<file path="src/rtl/hazard_pkg.sv">
package hazard_pkg;
  typedef enum logic [1:0] {
    SRC_RF  = 2'b00,
    SRC_EX  = 2'b01,
    SRC_MEM = 2'b10,
    SRC_WB  = 2'b11
  } byp_sel_e;
endpackage

</file>
<file path="src/rtl/fwd_select.sv">
module fwd_select
  import hazard_pkg::*;
#(
  parameter int REG_W = 5
) (
  input  logic [REG_W-1:0] src_i,
  input  logic             skip_ex_i,
  input  logic [REG_W-1:0] ex_rd_i,
  input  logic             ex_we_i,
  input  logic [REG_W-1:0] mem_rd_i,
  input  logic             mem_we_i,
  input  logic [REG_W-1:0] wb_rd_i,
  input  logic             wb_we_i,
  output byp_sel_e         sel_o
);
  logic src_nz, hit_ex, hit_mem, hit_wb;

  assign src_nz  = |src_i;
  assign hit_ex  = src_nz && ex_we_i  && (ex_rd_i  == src_i) && !skip_ex_i;
  assign hit_mem = src_nz && mem_we_i && (mem_rd_i == src_i);
  assign hit_wb  = src_nz && wb_we_i  && (wb_rd_i  == src_i);

  always_comb begin
    if (hit_ex)       sel_o = SRC_EX;
    else if (hit_mem) sel_o = SRC_MEM;
    else if (hit_wb)  sel_o = SRC_WB;
    else              sel_o = SRC_RF;
  end
endmodule

</file>
<file path="src/rtl/load_use_detect.sv">
module load_use_detect #(
  parameter int REG_W = 5
) (
  input  logic [REG_W-1:0] id_rs_i,
  input  logic [REG_W-1:0] id_rt_i,
  input  logic             id_store_i,
  input  logic [REG_W-1:0] ex_rd_i,
  input  logic             ex_we_i,
  input  logic             ex_load_i,
  output logic             stall_o,
  output logic             st_case_o
);
  logic ld_live, rs_dep, rt_dep;

  assign ld_live = ex_load_i && ex_we_i && (|ex_rd_i);
  assign rs_dep  = ld_live && (id_rs_i == ex_rd_i);
  assign rt_dep  = ld_live && (id_rt_i == ex_rd_i);

  // store data can be patched in MEM; an address dependence cannot
  assign st_case_o = rt_dep && id_store_i && !rs_dep;
  assign stall_o   = rs_dep || (rt_dep && !id_store_i);
endmodule

</file>
<file path="src/rtl/store_byp_track.sv">
module store_byp_track #(
  parameter int DEPTH = 2
) (
  input  logic clk_i,
  input  logic rst_ni,
  input  logic st_case_i,
  input  logic stall_i,
  output logic st_fwd_o
);
  logic [DEPTH-1:0] pend_q;

  always_ff @(posedge clk_i or negedge rst_ni) begin
    if (!rst_ni) pend_q <= '0;
    else         pend_q <= {pend_q[DEPTH-2:0], st_case_i && !stall_i};
  end

  assign st_fwd_o = pend_q[DEPTH-1];
endmodule

</file>
<file path="src/rtl/hazard_fwd_unit.sv">
module hazard_fwd_unit
  import hazard_pkg::*;
#(
  parameter int REG_W = 5
) (
  input  logic             clk_i,
  input  logic             rst_ni,
  input  logic [REG_W-1:0] id_rs_i,
  input  logic [REG_W-1:0] id_rt_i,
  input  logic             id_store_i,
  input  logic [REG_W-1:0] ex_rd_i,
  input  logic             ex_we_i,
  input  logic             ex_load_i,
  input  logic [REG_W-1:0] mem_rd_i,
  input  logic             mem_we_i,
  input  logic [REG_W-1:0] wb_rd_i,
  input  logic             wb_we_i,
  output logic [1:0]       fwd_a_o,
  output logic [1:0]       fwd_b_o,
  output logic             stall_o,
  output logic             bubble_o,
  output logic             st_fwd_mem_o
);
  localparam int NOPS      = 2;
  localparam int ST_LATENCY = 2;  // decode -> EX -> MEM

  logic             stall, st_case;
  logic [REG_W-1:0] src   [NOPS];
  logic             skip  [NOPS];
  byp_sel_e         sel   [NOPS];

  assign src[0]  = id_rs_i;
  assign src[1]  = id_rt_i;
  assign skip[0] = 1'b0;
  assign skip[1] = st_case;

  load_use_detect #(.REG_W(REG_W)) i_detect (
    .id_rs_i    (id_rs_i),
    .id_rt_i    (id_rt_i),
    .id_store_i (id_store_i),
    .ex_rd_i    (ex_rd_i),
    .ex_we_i    (ex_we_i),
    .ex_load_i  (ex_load_i),
    .stall_o    (stall),
    .st_case_o  (st_case)
  );

  for (genvar g = 0; g < NOPS; g++) begin : g_op
    fwd_select #(.REG_W(REG_W)) i_sel (
      .src_i     (src[g]),
      .skip_ex_i (skip[g]),
      .ex_rd_i   (ex_rd_i),
      .ex_we_i   (ex_we_i),
      .mem_rd_i  (mem_rd_i),
      .mem_we_i  (mem_we_i),
      .wb_rd_i   (wb_rd_i),
      .wb_we_i   (wb_we_i),
      .sel_o     (sel[g])
    );
  end

  store_byp_track #(.DEPTH(ST_LATENCY)) i_track (
    .clk_i     (clk_i),
    .rst_ni    (rst_ni),
    .st_case_i (st_case),
    .stall_i   (stall),
    .st_fwd_o  (st_fwd_mem_o)
  );

  assign fwd_a_o  = sel[0];
  assign fwd_b_o  = sel[1];
  assign stall_o  = stall;
  assign bubble_o = stall;
endmodule

</file>
<file path="config.mk">
export PLATFORM = sky130hd
export DESIGN_NAME = hazard_fwd_unit
export DESIGN_NICKNAME = d
export VERILOG_FILES = /design/src/rtl/hazard_pkg.sv /design/src/rtl/fwd_select.sv /design/src/rtl/load_use_detect.sv /design/src/rtl/store_byp_track.sv /design/src/rtl/hazard_fwd_unit.sv
export SDC_FILE = /design/constraint.sdc
export NUM_CORES = 1
export LEC_CHECK = 0
export ABC_AREA = 1
export ABC_CLOCK_PERIOD_IN_PS = 2200
export BUFFER_PORTS_ARGS = -buffer_cell sky130_fd_sc_hd__buf_2
export CAP_MARGIN = 20
export CORE_MARGIN = 4
export CORE_UTILIZATION = 40
export DETAILED_ROUTE_END_ITERATION = 7
export HOLD_SLACK_MARGIN = 0.12
export PLACE_DENSITY = 0.71
export SLEW_MARGIN = 40
export SYNTH_ARGS = -nofsm -noshare
export SYNTH_HDL_FRONTEND = slang
export SYNTH_SLANG_ARGS = --single-unit
export TNS_END_PERCENT = 5
</file>
<file path="constraint.sdc">
create_clock -name clk_i -period 2.2 [get_ports clk_i]
set_input_delay 0.33 -clock clk_i [delete_from_list [all_inputs] [get_ports clk_i]]
set_output_delay 0.33 -clock clk_i [all_outputs]
set_load 0.05 [all_outputs]
</file>
After elaboration in Yosys (flattened, before gate mapping)

Index checks and enable logic that the tools add are counted.

Bitwise gates (word level): 0
Mux-type cells: 6
Shift-type cells: 0
Order comparisons: 0
Equal/unequal tests: 8
Reductions and logical operators: 29
$mul: 0
Divide/modulo/power cells: 0
$add $sub $neg: 0

Operators by type and width:

| kind               | count |
|---|---|
| == test 5 bit      | 8 |
| logical AND 1 bit  | 21 |
| OR reduction 5 bit | 3 |
| two-way mux 2 bit  | 6 |
| logical NOT 1 bit  | 4 |
| logical OR 1 bit   | 1 |

Bits in read-only memories: 0
Input port bits: 32
Memories: 0
Logic and storage cells: 44
Bits in writable memories: 0
Bits in registers: 2
Bits in latches: 0

Depth between registers and ports, before layout

Gate-level depths: netlist of the first run.

Depth after elaboration: 8
Mapped depth: 9

By module

From an unflattened synthesis of the first run, not the netlist that was laid out.

Cell total of the unflattened synthesis: 207
Area, all modules: 937.1 µm²

Modules (own cells, without submodules):

| module          | cells each | times used | seq. area each (µm²) | area an instance (µm²) |
|---|---|---|---|---|
| fwd_select      | 80         | 2          | 0.0                  | 326.6 |
| load_use_detect | 41         | 1          | 0.0                  | 212.7 |
| store_byp_track | 4          | 1          | 50.0                 | 60.1 |
| hazard_fwd_unit | 2          | 1          | 0.0                  | 11.3 |

Least setup slack after synthesis of the first run

Ideal clock, no wire load.

Kind: input-to-output
Start: input ex_rd_i[0]
End: output stall_o
Path buffers: 1
Required time: 1.870 ns
Arrival: 1.843 ns
Stages on the path: 7
Setup slack: 0.027 ns
Cells stage by stage: inv_1 nand2_1 nand2_1 nor2_1 nand3_2 a21oi_1 buf_4

Word-level cells in the longest chain between the ends: 5
Elaborated cells between the ends (all ways): 8
Classes of those cells: eq/ne: 2; reduce/logical: 6

RTL lines:

| what                 | RTL line              | text |
|---|---|---|
| start: declaration   | hazard_fwd_unit.sv:11 | `input logic [REG_W-1:0] ex_rd_i,` |
| OR reduction 5 bit   | load_use_detect.sv:15 | `assign ld_live = ex_load_i && ex_we_i && (\|ex_rd_i);` |
| logical AND 1 bit    | load_use_detect.sv:15 |  |
| logical AND 1 bit    | load_use_detect.sv:17 | `assign rt_dep = ld_live && (id_rt_i == ex_rd_i);` |
| logical AND 1 bit    | load_use_detect.sv:21 | `assign stall_o = rs_dep \|\| (rt_dep && !id_store_i);` |
| logical OR 1 bit (*) | load_use_detect.sv:21 |  |
| end: declaration     | hazard_fwd_unit.sv:20 | `output logic stall_o,` |

Mark *: on every way between the ends. The rest lies on a longest branch, timed or not.

Worst setup path after layout of the first run

Start: input id_rt_i[0]
End: output fwd_b_o[1]

Word-level cells in the longest chain between the ends: 7
Elaborated cells between the ends (all ways): 19
Classes of those cells: eq/ne: 4; mux: 3; reduce/logical: 12

RTL lines:

| what                            | RTL line                                | text |
|---|---|---|
| start: declaration              | hazard_fwd_unit.sv:9                    | `input logic [REG_W-1:0] id_rt_i,` |
| == test 5 bit                   | fwd_select.sv:19, load_use_detect.sv:17 |  |
| logical AND 1 bit               | load_use_detect.sv:17                   |  |
| logical AND 1 bit (2 in series) | load_use_detect.sv:20                   | `assign st_case_o = rt_dep && id_store_i && !rs_dep;` |
| logical NOT 1 bit               | fwd_select.sv:19                        | `assign hit_ex = src_nz && ex_we_i && (ex_rd_i == src_i) && !skip_ex_i;` |
| logical AND 1 bit               | fwd_select.sv:19                        |  |
| two-way mux 2 bit (*)           | fwd_select.sv:24                        | `if (hit_ex) sel_o = SRC_EX;` |
| end: declaration                | hazard_fwd_unit.sv:19                   | `output logic [1:0] fwd_b_o,` |

Marked as above.

==> reports/metrics.cfg, run 1 <==
[global_route]
grt_pass1_vias = 888
grtUsageTotal = 0.168
antenna_found_initial = 0
grt_pass1_wl_um = 3370
grt_overflow = 0
grt_max_degree = 7

[hold_path]
min_from = i_track.pend_q[0]
whs_path_depth = 0
hold_end = i_track.pend_q[1]
hp-class = flip-flop to flip-flop

[cts]
postCtsSetupRepairBufs = 0
clockRootBuffer = clkbuf_4
cts_made_buffers = 3
cts_max_level = 1
insertion_delay_ns = 0.22
path_clk_slew_ns = 0.03
clkSinkCount = 2
cts_tree = done
clk_path_buf_depth = 2

[placed_design]
dp_hpwl_um = 1780
place_ws_ns = 0.500
globalplace.congestion = 0.873
portBuffers = 38

[die]
core-area_um2 = 1560
die_area_um2 = 2430
start_util = 0.437
die_h_um = 49.3
io_pins = 39
placementRows = 14
die_w_um = 49.3

[synthesis]
syn-num-nets = 171
yosysSeqAreaShare = 0.0735
yosysUniqueCellTypes = 19
syn-cell-area_um2 = 681
avgSynthCellArea_um2 = 4.90
yosysWarnings = 0
ys_ff_latch = 2
netlist_instances = 139

[drt]
wl_per_cell_um = 10.5
ant_nets = 0
drt_iter0_markers = 34
viasPerCell = 4.91
drc = 0
vias = 963
dr.pass1.iters = 4
finalWirelength_um = 2050

[worst_setup_path]
reg2reg_depth = 0
arrival_ns = 1.39
startpoint_type = input pin
r2r_end = i_track.pend_q[1]
regToRegStartpoint = i_track.pend_q[0]
cp.required_ns = 1.87
regToRegSetupSlack_ns = 1.73
path_class = input pin to output port
startpoint = id_rt_i[0]
critPathMaxFanout = 5
crit_path_end_kind = output port

[pwr]
power.total_uw = 272
switchingPower_uw = 113
p_sw_frac = 0.417
p_int_uw = 159
ir_drop_mv = 0.150
leakage_uw = 0.000567
power_density_nw_per_um2 = 297
pwr-share-clk = 0.281
p_comb_frac = 0.582
p_seq_frac = 0.137

[final_layout]
largest_reg_flops = 2
top_regs = i_track.pend_q (2)
final_util = 0.587
largest_register = i_track.pend_q
antenna_cells = 0
syn2layout_area_growth_pct = 34.6
fillers = 182
layout_commonest_cell = nand2_1
num-nets-final = 214
layout_common_cells = nand2_1 (55), buf_2 (38), nor2_1 (23)
drive_above_1_share = 0.300
regArea_um2 = 50.0
multi_input_area_um2 = 548

[timing]
fmax_ghz = 0.582
relSlewSlack = 0.838
post-route-min-period_ns = 1.72
post-route-period-util = 0.781
fin_skew_ns = 0.00235
layout_setup_ws_ns = 0.481
setup_violations = 0
finalHoldWorstSlack_ns = 0.352
tightestPinTransition_ns = 0.241
drv_slew = 0
finalHoldViolations = 0
grt_setup_unrepaired = false
setup_tns_ns = 0

[outcome]
status = finished clean

[flow_run]
maxCapViolations = 0

==> cell families (layout without fill, tap and decap cells) <==
group / after synthesis / in the layout / share of synthesized area
XOR/XNOR: 10 / 10 / 0.129
buffers and inverters: 21 / 62 / 0.121
AND/OR/NAND/NOR: 94 / 94 / 0.577
AO/OA/AOI/OAI: 12 / 12 / 0.0993
flip-flops: 2 / 2 / 0.0735
==> power by group through the flow <==
stage	Combinational [uW]	Clock [uW]	Sequential, uW
2_1_floorplan	93.7	0	38.2
3_3_place_gp	155	0	37.7
3_5_place_dp	156	0	37.7
4_1_cts	158	80.1	37.4
5_1_grt	177	88.4	37.3
6_report	158	76.5	37.4
==> timing repair <==
action,CTS,global route
resized for setup,0,0
endpoints found under the hold margin,2,0
hold buffers,1,0
==> Yosys cell counts (all sizes together) <==
cell type	n	area share
o21a	1	0.011
xor2	5	0.064
nand2	55	0.30
and2	1	0.0092
buf	1	0.011
dfrtp	2	0.074
a21oi	1	0.0073
xnor2	5	0.064
nor3	1	0.0073
o21ai	8	0.059
nand4	2	0.018
o211ai	1	0.011
inv	20	0.11
o21bai	1	0.011
nor2	28	0.17
nand3	7	0.066
==> worst max path at each step <==
stage            endpoint  cells after the start  slack [ns]
6_report       fwd_b_o[1]                     10        0.48
3_5_place_dp   fwd_b_o[1]                      9        0.50
4_1_cts        fwd_b_o[1]                     10        0.50
3_3_place_gp      stall_o                      8        0.49
5_1_grt        fwd_b_o[0]                     10        0.37
2_1_floorplan     stall_o                      7        0.03
==> worst max-delay path: stages <==
cell and delay (ns):
buf_2 0.11, inv_1 0.14, o21a_1 0.13, nand2_1 0.05
nor2_1 0.14, nand2_1 0.09, nand2_1 0.07, nand2_1 0.05
inv_1 0.04, buf_2 0.25
==> area by class of cell <==
| cell class | count | area share |
|---|---|---|
| tap | 16 | 0.0219 |
| multi-input combinational | 116 | 0.598 |
| clock buffer | 3 | 0.0246 |
| timing repair buffer | 39 | 0.219 |
| sequential | 2 | 0.0546 |
| inverter | 20 | 0.0820 |
==> per-stage QoR <==
stage,instances,instance area [um2]
finish,196,916
global route,196,916
CTS,196,916
floorplan,139,681
global placement,192,883
detailed placement,192,883
==> routing by layer <==
layer / vias up / part of all wire / GRT usage
met5: - / 0 / 0
met1: 409 / 0.43 / 0.205
met3: 0 / 0.10 / 0.0245
met2: 46 / 0.47 / 0.301
met4: 0 / 0 / 0.0427
li1: 508 / - / -
Power figures use the tool's default switching activity.
==> inputs of run 2 (changes only) <==
ABC_CLOCK_PERIOD_IN_PS = 1800   (was 2200)
clock period = 1.8 ns   (was 2.2 ns; I/O delays follow)
==> reports/metrics.cfg, run 2 (same netlist as run 1, synthesis figures left out) <==
[flow_run]
maxCapViolations = 0  ; unchanged

[timing]
post-route-period-util = 0.888
finalHoldViolations = 0  ; unchanged
setup_violations = 0  ; unchanged
post-route-min-period_ns = 1.60
setup_tns_ns = 0  ; unchanged
tightestPinTransition_ns = 0.260  ; was 0.241 ns
fin_skew_ns = 0.00408  ; was 0.00235 ns
relSlewSlack = 0.828  ; was 0.838
drv_slew = 0  ; unchanged
grt_setup_unrepaired = false  ; unchanged
fmax_ghz = 0.626

[global_route]
grt_overflow = 0  ; unchanged
grt_pass1_wl_um = 3590  ; was 3370 um
grt_max_degree = 7  ; unchanged
grtUsageTotal = 0.179  ; was 0.168
grt_pass1_vias = 874  ; was 888
antenna_found_initial = 0  ; unchanged

[die]
io_pins = 39  ; unchanged
start_util = 0.437  ; unchanged
die_w_um = 49.3  ; unchanged
core-area_um2 = 1560  ; unchanged
die_h_um = 49.3  ; unchanged
die_area_um2 = 2430  ; unchanged
placementRows = 14  ; unchanged

[worst_setup_path]
r2r_end = i_track.pend_q[1]  ; unchanged
path_cells = buf_2 -> nor2_1 -> nand2_1 -> o21bai_1 -> nor2_1 -> nand2_1 -> nand2_1 -> nand2_1 -> buf_2  ; was buf_2 -> inv_1 -> o21a_1 -> nand2_1 -> nor2_1 -> nand2_1 -> nand2_1 -> nand2_1 -> inv_1 -> buf_2
cp_slowest_stage_delay_ns = 0.25  ; about the same
arrival_ns = 1.33  ; was 1.39 ns
cp_slowest_cell = buf_2  ; unchanged
cp.required_ns = 1.53  ; was 1.87 ns
crit_family = simple AND/OR/NAND/NOR gates  ; was buffers and inverters
regToRegSetupSlack_ns = 1.34  ; was 1.73 ns
path_common_cell = nand2_1  ; unchanged
startpoint_type = input pin  ; unchanged
cp.buffers_inverters = 2  ; was 4
crit_path_end_kind = output port  ; unchanged
regToRegStartpoint = i_track.pend_q[0]  ; unchanged
critPathMaxFanout = 4  ; was 5
reg2reg_depth = 0  ; unchanged
crit_cells = 9  ; was 10
path_class = input pin to output port  ; unchanged

[cts]
clockRootBuffer = clkbuf_4  ; unchanged
ctsResizeCount = 0  ; unchanged
cts_tree = done  ; unchanged
cts_max_level = 1  ; unchanged
path_clk_slew_ns = 0.03  ; about the same
clkSinkCount = 2  ; unchanged
cts_made_buffers = 3  ; unchanged
insertion_delay_ns = 0.22  ; about the same
clk_path_buf_depth = 2  ; unchanged

[drt]
viasPerCell = 5.03  ; was 4.91
vias = 985  ; was 963
wl_per_cell_um = 10.9  ; was 10.5 um
dr.pass1.iters = 5  ; was 4
finalWirelength_um = 2140  ; was 2050 um
drc = 0  ; unchanged
ant_nets = 0  ; unchanged
drt_iter0_markers = 39  ; was 34

[pwr]
power.total_uw = 338  ; was 272 uW
leakage_uw = 0.000567  ; about the same
ir_drop_mv = 0.185  ; was 0.150 mV
power_density_nw_per_um2 = 367  ; was 297 nW/um2

[final_layout]
antenna_cells = 0  ; unchanged
num-nets-final = 214  ; unchanged
regArea_um2 = 50.0  ; unchanged
fillers = 171  ; was 182
multi_input_area_um2 = 552  ; was 548 um2
top_regs = i_track.pend_q (2)  ; unchanged
largest_reg_flops = 2  ; unchanged
drive_above_1_share = 0.306  ; was 0.300
largest_register = i_track.pend_q  ; unchanged
layout_commonest_cell = nand2_1  ; unchanged
syn2layout_area_growth_pct = 35.1  ; was 34.6%
layout_common_cells = nand2_1 (55), buf_2 (38), nor2_1 (23)  ; unchanged

[placed_design]
globalplace.congestion = 0.900  ; was 0.873
portBuffers = 38  ; unchanged
dp_hpwl_um = 1890  ; was 1780 um

[hold_path]
hp-class = flip-flop to flip-flop  ; unchanged
whs_path_depth = 0  ; unchanged
min_from = i_track.pend_q[0]  ; unchanged
hold_end = i_track.pend_q[1]  ; unchanged

[outcome]
status = finished clean  ; unchanged

[run 2: changes by cell type in the layout (fill, tap and decap cells not counted)]
cell	before	now
a21oi_1	1	0
a21oi_2	0	1
[run 2: per-stage QoR]
stage / util / worst slack [ns] / hold WS (ns) / cell area [um2] / std cells
after global placement: 0.569 / 0.219 / 0.0541 / 887 / 192
after global routing: 0.590 / 0.0781 / 0.364 / 920 / 196
after detailed placement: 0.569 / 0.204 / 0.0559 / 887 / 192
after floorplan: - / 0.0440 / -0.0256 / 684 / 139
after CTS: 0.590 / 0.202 / 0.348 / 920 / 196
final: 0.590 / 0.201 / 0.348 / 920 / 196
[run 2: report_power, final]
part	switching (uW)	internal, uW
clock	22.6	73.3
combinational	121	75.4
sequential	0.0675	45.6
total	143	194
[run 2: how the worst max path moves through the flow]
stage | from | endpoint | slack [ns]
after global routing | wb_rd_i[1] | fwd_a_o[1] | 0.08
after global placement | wb_rd_i[1] | fwd_a_o[0] | 0.22
after detailed placement | ex_rd_i[3] | fwd_b_o[0] | 0.20
after floorplan | ex_rd_i[2] | stall_o | 0.04
after CTS | ex_rd_i[3] | fwd_b_o[0] | 0.20
final | ex_rd_i[3] | fwd_b_o[0] | 0.20
[run 2: per-layer routing]
layer	vias to the layer above	GRT usage	wire length, um
li1	508	-	-
met4	0	0.0427	34
met1	420	0.225	864
met3	4	0.0306	234
met2	53	0.313	1010
met5	-	0	0
[run 2: layout make-up]
type / count / area share
inverters: 20 / 0.0816
flip-flops and latches: 2 / 0.0544
multi-input cells: 116 / 0.600
repair buffers: 39 / 0.218
clock buffers: 3 / 0.0245
well taps: 16 / 0.0218
[run 2: timing repair]
| item | in CTS | in global routing |
|---|---|---|
| hold buffers | 1 | 0 |
| endpoints found under the setup margin | 0 | 0 |
| endpoints found under the hold margin | 2 | 0 |
| setup buffers | 0 | 0 |
